--- config.mk ---
export PLATFORM = sky130hd
export DESIGN_NAME = pkt_page_mgr
export DESIGN_NICKNAME = d
export VERILOG_FILES = /design/src/rtl/pmu_pkg.sv /design/src/rtl/pmu_page_pool.sv /design/src/rtl/pmu_page_queue.sv /design/src/rtl/pmu_irq_ctrl.sv /design/src/rtl/pkt_page_mgr.sv
export SDC_FILE = /design/constraint.sdc
export NUM_CORES = 1
export LEC_CHECK = 0
export BUFFER_PORTS_ARGS = -buffer_cell sky130_fd_sc_hd__buf_2
export CORE_ASPECT_RATIO = 1.1
export CORE_MARGIN = 8
export CORE_UTILIZATION = 45
export DETAILED_ROUTE_END_ITERATION = 12
export PLACE_DENSITY = 0.69
export RECOVER_POWER = 100
export SYNTH_ARGS = -nofsm -noshare
export SYNTH_HDL_FRONTEND = slang
export SYNTH_SLANG_ARGS = --single-unit
--- constraint.sdc ---
create_clock -name clk -period 6.7 [get_ports clk]
set_input_delay 0.67 -clock clk [delete_from_list [all_inputs] [get_ports clk]]
set_output_delay 0.67 -clock clk [all_outputs]
set_load 0.02 [all_outputs]
--- src/rtl/pmu_pkg.sv ---
package pmu_pkg;

    typedef enum logic [2:0] {
        CMD_NOP         = 3'd0,
        CMD_TX_ALLOC    = 3'd1,
        CMD_UNIT_RESET  = 3'd2,
        CMD_RX_POP      = 3'd3,
        CMD_RX_POP_FREE = 3'd4,
        CMD_RELEASE     = 3'd5,
        CMD_TX_ENQ      = 3'd6,
        CMD_TX_CLEAR    = 3'd7
    } mmu_cmd_e;

    typedef struct packed {
        logic tx_alloc;
        logic unit_reset;
        logic rx_pop;
        logic rx_free;
        logic release_pkt;
        logic tx_enq;
        logic tx_clear;
    } cmd_dec_t;

    localparam logic [7:0] NO_PAGE_CODE = 8'h80;
    localparam logic [7:0] ACK_MASK     = 8'hD6;
    localparam int         ST_RCV       = 0;
    localparam int         ST_TX        = 1;
    localparam int         ST_TXE       = 2;
    localparam int         ST_ALLOC     = 3;

    function automatic cmd_dec_t decode_cmd(input logic valid, input mmu_cmd_e code);
        cmd_dec_t d;
        d = '0;
        if (valid) begin
            case (code)
                CMD_NOP:         d = '0;
                CMD_TX_ALLOC:    d.tx_alloc    = 1'b1;
                CMD_UNIT_RESET:  d.unit_reset  = 1'b1;
                CMD_RX_POP:      d.rx_pop      = 1'b1;
                CMD_RX_POP_FREE: d.rx_free     = 1'b1;
                CMD_RELEASE:     d.release_pkt = 1'b1;
                CMD_TX_ENQ:      d.tx_enq      = 1'b1;
                CMD_TX_CLEAR:    d.tx_clear    = 1'b1;
                default:         d = '0;
            endcase
        end
        return d;
    endfunction

endpackage

--- src/rtl/pmu_page_pool.sv ---
module pmu_page_pool #(
    parameter int NUM_PAGES = 4,
    localparam int ID_W  = $clog2(NUM_PAGES),
    localparam int CNT_W = $clog2(NUM_PAGES + 1)
) (
    input  logic                 clk,
    input  logic                 rst,
    input  logic                 clear_all,
    input  logic [NUM_PAGES-1:0] free_mask,
    input  logic                 tx_req,
    input  logic                 rx_req,
    output logic                 tx_gnt,
    output logic [ID_W-1:0]      tx_idx,
    output logic                 rx_gnt,
    output logic [ID_W-1:0]      rx_idx,
    output logic [CNT_W-1:0]     used_cnt
);

    logic [NUM_PAGES-1:0] busy_q;
    logic [NUM_PAGES-1:0] tx_hot, rx_hot, taken;
    logic                 tx_found, rx_found;

    // Lowest free page for the transmit side (scan downward so lowest wins).
    always_comb begin
        tx_found = 1'b0;
        tx_idx   = '0;
        for (int i = NUM_PAGES - 1; i >= 0; i--) begin
            if (!busy_q[i]) begin
                tx_found = 1'b1;
                tx_idx   = ID_W'(i);
            end
        end
    end

    assign tx_gnt = tx_req && tx_found;
    assign tx_hot = tx_gnt ? ({{(NUM_PAGES-1){1'b0}}, 1'b1} << tx_idx) : '0;
    assign taken  = busy_q | tx_hot;

    // Receive side searches what the transmit side left over.
    always_comb begin
        rx_found = 1'b0;
        rx_idx   = '0;
        for (int i = NUM_PAGES - 1; i >= 0; i--) begin
            if (!taken[i]) begin
                rx_found = 1'b1;
                rx_idx   = ID_W'(i);
            end
        end
    end

    assign rx_gnt = rx_req && rx_found;
    assign rx_hot = rx_gnt ? ({{(NUM_PAGES-1){1'b0}}, 1'b1} << rx_idx) : '0;

    always_ff @(posedge clk) begin
        if (rst || clear_all) begin
            busy_q <= '0;
        end else begin
            busy_q <= (busy_q & ~free_mask) | tx_hot | rx_hot;
        end
    end

    always_comb begin
        used_cnt = '0;
        for (int i = 0; i < NUM_PAGES; i++) begin
            used_cnt = used_cnt + CNT_W'(busy_q[i]);
        end
    end

    // a granted page is marked busy on the next cycle
    p_grant_held_r1: assert property (@(posedge clk) disable iff (rst)
        (tx_gnt && !clear_all) |=> busy_q[$past(tx_idx)]);

    // both sides never receive the same page in one cycle
    p_distinct_grant_r4: assert property (@(posedge clk) disable iff (rst)
        (tx_gnt && rx_gnt) |-> (tx_idx != rx_idx));

endmodule

--- src/rtl/pmu_page_queue.sv ---
module pmu_page_queue #(
    parameter int DEPTH = 4,
    parameter int W     = 2,
    localparam int CW   = $clog2(DEPTH + 1)
) (
    input  logic          clk,
    input  logic          rst,
    input  logic          clear,
    input  logic          push,
    input  logic [W-1:0]  push_data,
    input  logic          pop,
    output logic [W-1:0]  head,
    output logic [CW-1:0] count
);

    logic [W-1:0]  slot_q [DEPTH];
    logic [W-1:0]  slot_d [DEPTH];
    logic [CW-1:0] cnt_q, base;
    logic          pop_eff, push_eff;

    assign pop_eff  = pop && (cnt_q != '0);
    assign base     = cnt_q - CW'(pop_eff);
    assign push_eff = push && (base < CW'(DEPTH));

    for (genvar g = 0; g < DEPTH; g++) begin : g_slot
        logic [W-1:0] shifted;
        if (g < DEPTH - 1) begin : g_mid
            assign shifted = slot_q[g+1];
        end else begin : g_last
            assign shifted = '0;
        end
        assign slot_d[g] = (push_eff && base == CW'(g)) ? push_data
                         : (pop_eff ? shifted : slot_q[g]);
    end

    always_ff @(posedge clk) begin
        if (rst || clear) begin
            cnt_q <= '0;
            for (int i = 0; i < DEPTH; i++) slot_q[i] <= '0;
        end else begin
            cnt_q <= base + CW'(push_eff);
            for (int i = 0; i < DEPTH; i++) slot_q[i] <= slot_d[i];
        end
    end

    assign head  = slot_q[0];
    assign count = cnt_q;

    // occupancy never exceeds the depth
    p_no_overflow_r7: assert property (@(posedge clk) disable iff (rst)
        cnt_q <= CW'(DEPTH));

endmodule

--- src/rtl/pmu_irq_ctrl.sv ---
module pmu_irq_ctrl
    import pmu_pkg::*;
(
    input  logic       clk,
    input  logic       rst,
    input  logic       rcv_set,
    input  logic       rcv_clr,
    input  logic       alloc_set,
    input  logic       alloc_clr,
    input  logic       ack_we,
    input  logic [7:0] ack_wdata,
    input  logic       mask_we,
    input  logic [7:0] mask_wdata,
    input  logic       txq_empty,
    input  logic       done_nonempty,
    output logic [7:0] status,
    output logic [7:0] mask,
    output logic       irq
);

    logic [7:0] flags_q, forced, view, set_vec, clr_vec, ack_hit;
    logic [7:0] mask_q;

    always_comb begin
        forced          = '0;
        forced[ST_TXE]  = txq_empty;
        forced[ST_TX]   = done_nonempty;
        set_vec         = '0;
        set_vec[ST_RCV]   = rcv_set;
        set_vec[ST_ALLOC] = alloc_set;
        clr_vec         = '0;
        clr_vec[ST_RCV]   = rcv_clr;
        clr_vec[ST_ALLOC] = alloc_clr;
    end

    assign view    = flags_q | forced;
    assign ack_hit = ack_we ? (ack_wdata & ACK_MASK) : 8'h00;

    always_ff @(posedge clk) begin
        if (rst) begin
            flags_q <= '0;
            mask_q  <= '0;
        end else begin
            flags_q <= (view & ~ack_hit & ~clr_vec) | set_vec;
            if (mask_we) mask_q <= mask_wdata;
        end
    end

    assign status = view;
    assign mask   = mask_q;
    assign irq    = |(view & mask_q);

    // a cleared mask keeps the line low
    p_mask_zero_r10: assert property (@(posedge clk) disable iff (rst)
        (mask_q == 8'h00) |-> !irq);

    // transmit-empty is visible whenever the queue is empty
    p_txe_forced_r8: assert property (@(posedge clk) disable iff (rst)
        txq_empty |-> status[ST_TXE]);

endmodule

--- src/rtl/pkt_page_mgr.sv ---
module pkt_page_mgr
    import pmu_pkg::*;
#(
    parameter int NUM_PAGES = 4,
    localparam int ID_W  = $clog2(NUM_PAGES),
    localparam int CNT_W = $clog2(NUM_PAGES + 1),
    localparam int PAD_W = 8 - ID_W
) (
    input  logic             clk,
    input  logic             rst,
    input  logic             cmd_we,
    input  logic [2:0]       cmd_code,
    input  logic [ID_W-1:0]  pkt_num,
    input  logic             rx_req,
    input  logic             tx_sent,
    input  logic             auto_release,
    input  logic             ack_we,
    input  logic [7:0]       ack_wdata,
    input  logic             mask_we,
    input  logic [7:0]       mask_wdata,
    output logic [7:0]       alloc_result,
    output logic [7:0]       rx_head,
    output logic [7:0]       tx_head,
    output logic [7:0]       done_head,
    output logic [CNT_W-1:0] pages_used,
    output logic [7:0]       int_status,
    output logic [7:0]       int_mask,
    output logic             irq
);

    cmd_dec_t dec;
    assign dec = decode_cmd(cmd_we, mmu_cmd_e'(cmd_code));

    logic                 pending_q;
    logic [7:0]           result_q;
    logic                 tx_gnt, rx_gnt;
    logic [ID_W-1:0]      tx_idx, rx_idx;
    logic [NUM_PAGES-1:0] free_mask;
    logic [ID_W-1:0]      rxq_head, txq_head, doneq_head;
    logic [CNT_W-1:0]     rxq_cnt, txq_cnt, doneq_cnt;
    logic                 rx_pop_any, rx_free_eff, sent_eff, auto_free, done_push;

    assign rx_pop_any  = dec.rx_pop || dec.rx_free;
    assign rx_free_eff = dec.rx_free && (rxq_cnt != '0);
    assign sent_eff    = tx_sent && (txq_cnt != '0);
    assign auto_free   = sent_eff && auto_release;
    assign done_push   = sent_eff && !auto_release;

    always_comb begin
        free_mask = '0;
        if (rx_free_eff)     free_mask[rxq_head] = 1'b1;
        if (dec.release_pkt) free_mask[pkt_num]  = 1'b1;
        if (auto_free)       free_mask[txq_head] = 1'b1;
    end

    pmu_page_pool #(.NUM_PAGES(NUM_PAGES)) i_pool (
        .clk       (clk),
        .rst       (rst),
        .clear_all (dec.unit_reset),
        .free_mask (free_mask),
        .tx_req    (!dec.unit_reset && (dec.tx_alloc || pending_q)),
        .rx_req    (!dec.unit_reset && rx_req),
        .tx_gnt    (tx_gnt),
        .tx_idx    (tx_idx),
        .rx_gnt    (rx_gnt),
        .rx_idx    (rx_idx),
        .used_cnt  (pages_used)
    );

    // Pending transmit allocation and its visible result.
    always_ff @(posedge clk) begin
        if (rst || dec.unit_reset) begin
            pending_q <= 1'b0;
            result_q  <= 8'h00;
        end else if (tx_gnt) begin
            pending_q <= 1'b0;
            result_q  <= {{PAD_W{1'b0}}, tx_idx};
        end else if (dec.tx_alloc) begin
            pending_q <= 1'b1;
            result_q  <= NO_PAGE_CODE;
        end
    end

    assign alloc_result = result_q;

    pmu_page_queue #(.DEPTH(NUM_PAGES), .W(ID_W)) i_rxq (
        .clk       (clk),
        .rst       (rst),
        .clear     (dec.unit_reset),
        .push      (rx_gnt),
        .push_data (rx_idx),
        .pop       (rx_pop_any),
        .head      (rxq_head),
        .count     (rxq_cnt)
    );

    pmu_page_queue #(.DEPTH(NUM_PAGES), .W(ID_W)) i_txq (
        .clk       (clk),
        .rst       (rst),
        .clear     (dec.unit_reset || dec.tx_clear),
        .push      (dec.tx_enq),
        .push_data (pkt_num),
        .pop       (tx_sent),
        .head      (txq_head),
        .count     (txq_cnt)
    );

    pmu_page_queue #(.DEPTH(NUM_PAGES), .W(ID_W)) i_doneq (
        .clk       (clk),
        .rst       (rst),
        .clear     (dec.unit_reset || dec.tx_clear),
        .push      (done_push),
        .push_data (txq_head),
        .pop       (ack_we && ack_wdata[ST_TX]),
        .head      (doneq_head),
        .count     (doneq_cnt)
    );

    assign rx_head   = (rxq_cnt == '0)   ? NO_PAGE_CODE : {{PAD_W{1'b0}}, rxq_head};
    assign tx_head   = (txq_cnt == '0)   ? NO_PAGE_CODE : {{PAD_W{1'b0}}, txq_head};
    assign done_head = (doneq_cnt == '0) ? NO_PAGE_CODE : {{PAD_W{1'b0}}, doneq_head};

    pmu_irq_ctrl i_irq (
        .clk           (clk),
        .rst           (rst),
        .rcv_set       (rx_gnt),
        .rcv_clr       (rx_pop_any && (rxq_cnt <= CNT_W'(1))),
        .alloc_set     (tx_gnt),
        .alloc_clr     (dec.tx_alloc),
        .ack_we        (ack_we),
        .ack_wdata     (ack_wdata),
        .mask_we       (mask_we),
        .mask_wdata    (mask_wdata),
        .txq_empty     (txq_cnt == '0),
        .done_nonempty (doneq_cnt != '0),
        .status        (int_status),
        .mask          (int_mask),
        .irq           (irq)
    );

    // while a request is pending the result reads the no-page code
    p_pending_code_r2: assert property (@(posedge clk) disable iff (rst)
        pending_q |-> (alloc_result == NO_PAGE_CODE));

    // popping the last receive entry drops the receive flag
    p_rcv_drop_r5: assert property (@(posedge clk) disable iff (rst)
        (rx_pop_any && rxq_cnt == CNT_W'(1) && !rx_gnt) |=> !int_status[ST_RCV]);

endmodule

==> metrics.txt <==
status finished, final reports clean; Worst EP arrival 4.05 ns; setup violators final 0; CTS Buffer Depth 2; Worst Hold Class flip-flop to flip-flop; Period minus WS final 3.84 ns; # IOs 81; largest net degree at the start of global routing 23; HPWL Detailed 6.20 mm; Die X 99.2 µm; crit path max fanout 9; WHS 0.461 ns; TNS Setup 0 ns; most frequent cells in the layout 55 x dfxtp_1, 36 x nor2_1, 34 x inv_1; die area 10700 µm²; DR pass1 iterations 4; Slew Viols, Final 0; Main synth FF type dfxtp_1; number of global-route vias before repair 2891; endpoints failing hold 0; CP Launch Type flip-flop; pre-CTS WS 3.51 ns; cts hold-fix bufs 0; Post-synth EDFFs 0; Worst EP required 6.91 ns; initial antenna violation count 0; fillers 740; fin util 0.479; grt total ovfl 0; post-synthesis register bit count 55; Rows 33; cells after synthesis 401; port bufs 56; slowest CP cell o31ai_1; commonest non-fill, non-tap cell in the layout dfxtp_1; Initial DRC Count 179; # H-tree levels 2; highest clock rate 0.260 GHz; post-DR vias/cell 5.40; syn_area_per_cell 8.55 µm²; Worst-Skew Late Latency 0.31 ns; Net count, final 480; final worst slack 2.86 ns; kind of end point of the critical path flip-flop; share of layout cells above drive strength 1 0.112; post-synth cell types 68; Pwr Total 864 µW; Clock Skew 0.00780 ns; GPL Wtd Cong 0.823; CTS-repair resized insts 0; YS warnings 0; register area share after synthesis 0.321; Clock Sink Count 55; Die H 108 µm; total CTS buffers 5; share of flip-flops with an asynchronous set or reset 0; WL final 8.01 mm; All-Layer GR Usage 0.151; Final ANT Viol Nets 0; PwrDens 242 nW/µm²; Crit path buffers/inverters 1; Slew HR 0.259; Area growth, synth to finish 3.94%; CORE AREA 7430 µm²; via count 2825; LEAKAGE 0.00151 µW; Multi-input gate area 1890 µm²; CTS tree built; Maximum Capacitance Violations 0; initial core utilization 0.461; Setup Fix Bufs, Post-CTS 0; Reg clk slew, reported paths 0.10 ns; Syn Std Cell Area 3430 µm²; RSZ-0062 raised after global routing no; post-DR wirelength/cell 15.3 µm; delay of the slowest critical-path stage 0.92 ns; global-route wire length before repair 13.4 mm; CP Class flip-flop to flip-flop; CP dominant cell by count ha_1; CTS root buf clkbuf_8; # DRC 0; Worst-Margin Slew 1.10 ns; ant diodes 0; crit-path leading delay family adder cells; maximum VDD drop 0.107 mV; Sequential Area 1100 µm²; CP cell instances o31ai_1 -> inv_1 -> ha_1 -> ha_1 -> xor2_1 -> nor4b_1 -> ha_1 -> ha_1 -> xnor2_1 -> nor2_1; crit share post-route 0.574
==> Yosys cell counts (4+ instances only) <==
| cell | n | share of area |
|---|---|---|
| dfxtp_1 | 55 | 0.32 |
| ha_1 | 15 | 0.055 |
| a211oi_1 | 13 | 0.028 |
| buf_2 | 4 | 0.0058 |
| nor2_1 | 36 | 0.039 |
| inv_1 | 33 | 0.036 |
| mux2i_1 | 19 | 0.055 |
| nand2b_1 | 4 | 0.0073 |
| xor2_1 | 4 | 0.010 |
| o31ai_1 | 6 | 0.013 |
| o21ai_0 | 5 | 0.0073 |
| nor3_1 | 9 | 0.013 |
| and2_1 | 9 | 0.016 |
| nand3_1 | 16 | 0.023 |
| o211ai_1 | 7 | 0.015 |
| a21oi_1 | 18 | 0.026 |
| clkbuf_1 | 12 | 0.013 |
| a311oi_1 | 4 | 0.010 |
| mux2_2 | 8 | 0.026 |
| buf_4 | 31 | 0.068 |
| nand2_1 | 30 | 0.033 |
==> area by class of cell <==
class / count / share of cell area
flip-flops and latches: 55 / 0.309
well taps: 87 / 0.0305
multi-input cells: 282 / 0.531
clock buffers: 6 / 0.0204
clock inverters: 2 / 0.00351
inverters: 34 / 0.0358
repair buffers: 57 / 0.0699
==> worst register-to-register path, cell delays in order, from the launching register on <==
cell and delay, ns:
dfxtp_1 0.34, o31ai_1 0.92, inv_1 0.41, ha_1 0.34, ha_1 0.20, xor2_1 0.20, nor4b_1 0.75, ha_1 0.27
ha_1 0.15, xnor2_1 0.11, nor2_1 0.05
==> where the power goes <==
group	internal [µW]	total (µW)	switching, µW	leakage (µW)
Combinational	97.7	300	202	0.00102
Clock	73.4	183	109	0.0000412
Sequential	357	381	24.3	0.000447
==> sequential cells by signal, indices dropped and copies added, names as in the netlist <==
register / count
alloc_result: 3
i_doneq.count: 3
i_doneq.slot_q: 8
i_irq.flags_q: 7
i_irq.mask: 8
i_pool.busy_q: 4
i_rxq.count: 3
i_rxq.slot_q: 8
i_txq.count: 3
i_txq.slot_q: 8
==> through the flow <==
step                      std cells  instance area [µm²]
after floorplan                 421                 3500
after global placement          515                 3580
after detailed placement        515                 3580
after CTS                       523                 3660
after global routing            523                 3560
final                           523                 3560
==> cell families (layout without fill, tap and decap cells) <==
| kind of cell | Yosys count | count (layout) | synth area share |
|---|---|---|---|
| AOI/OAI and AO/OA | 82 | 82 | 0.190 |
| xor gates and xnor gates | 7 | 7 | 0.0179 |
| adders and majority gates | 17 | 17 | 0.0635 |
| buffers and inverters | 84 | 99 | 0.132 |
| DFF | 55 | 55 | 0.321 |
| muxes | 27 | 27 | 0.0818 |
| other | 1 | 21 | 0.00109 |
| and+or+nand+nor | 128 | 128 | 0.193 |
==> final timing paths <==
kind / startpoint / to / slack [ns] / depth (start not counted)
setup reg to reg: i_txq.count[1] / i_txq.count[2] / 2.86 / 10
setup / recovery: i_txq.count[1] / i_txq.count[2] / 2.86 / 10
hold reg to reg: i_irq.flags_q[7] / i_irq.flags_q[7] / 0.46 / 2
hold / removal: i_irq.flags_q[7] / i_irq.flags_q[7] / 0.46 / 2
==> per-layer routing <==
metal  share of wire  global-route usage  up-vias  wire, µm
met5               0                   0        -         0
met4           0.011              0.0465        0        91
met3           0.030              0.0298       10       240
met2            0.54               0.278       55      4340
met1            0.42               0.170     1337      3340
li1                -                   -     1423         -
(Power assumes the default switching activity.)
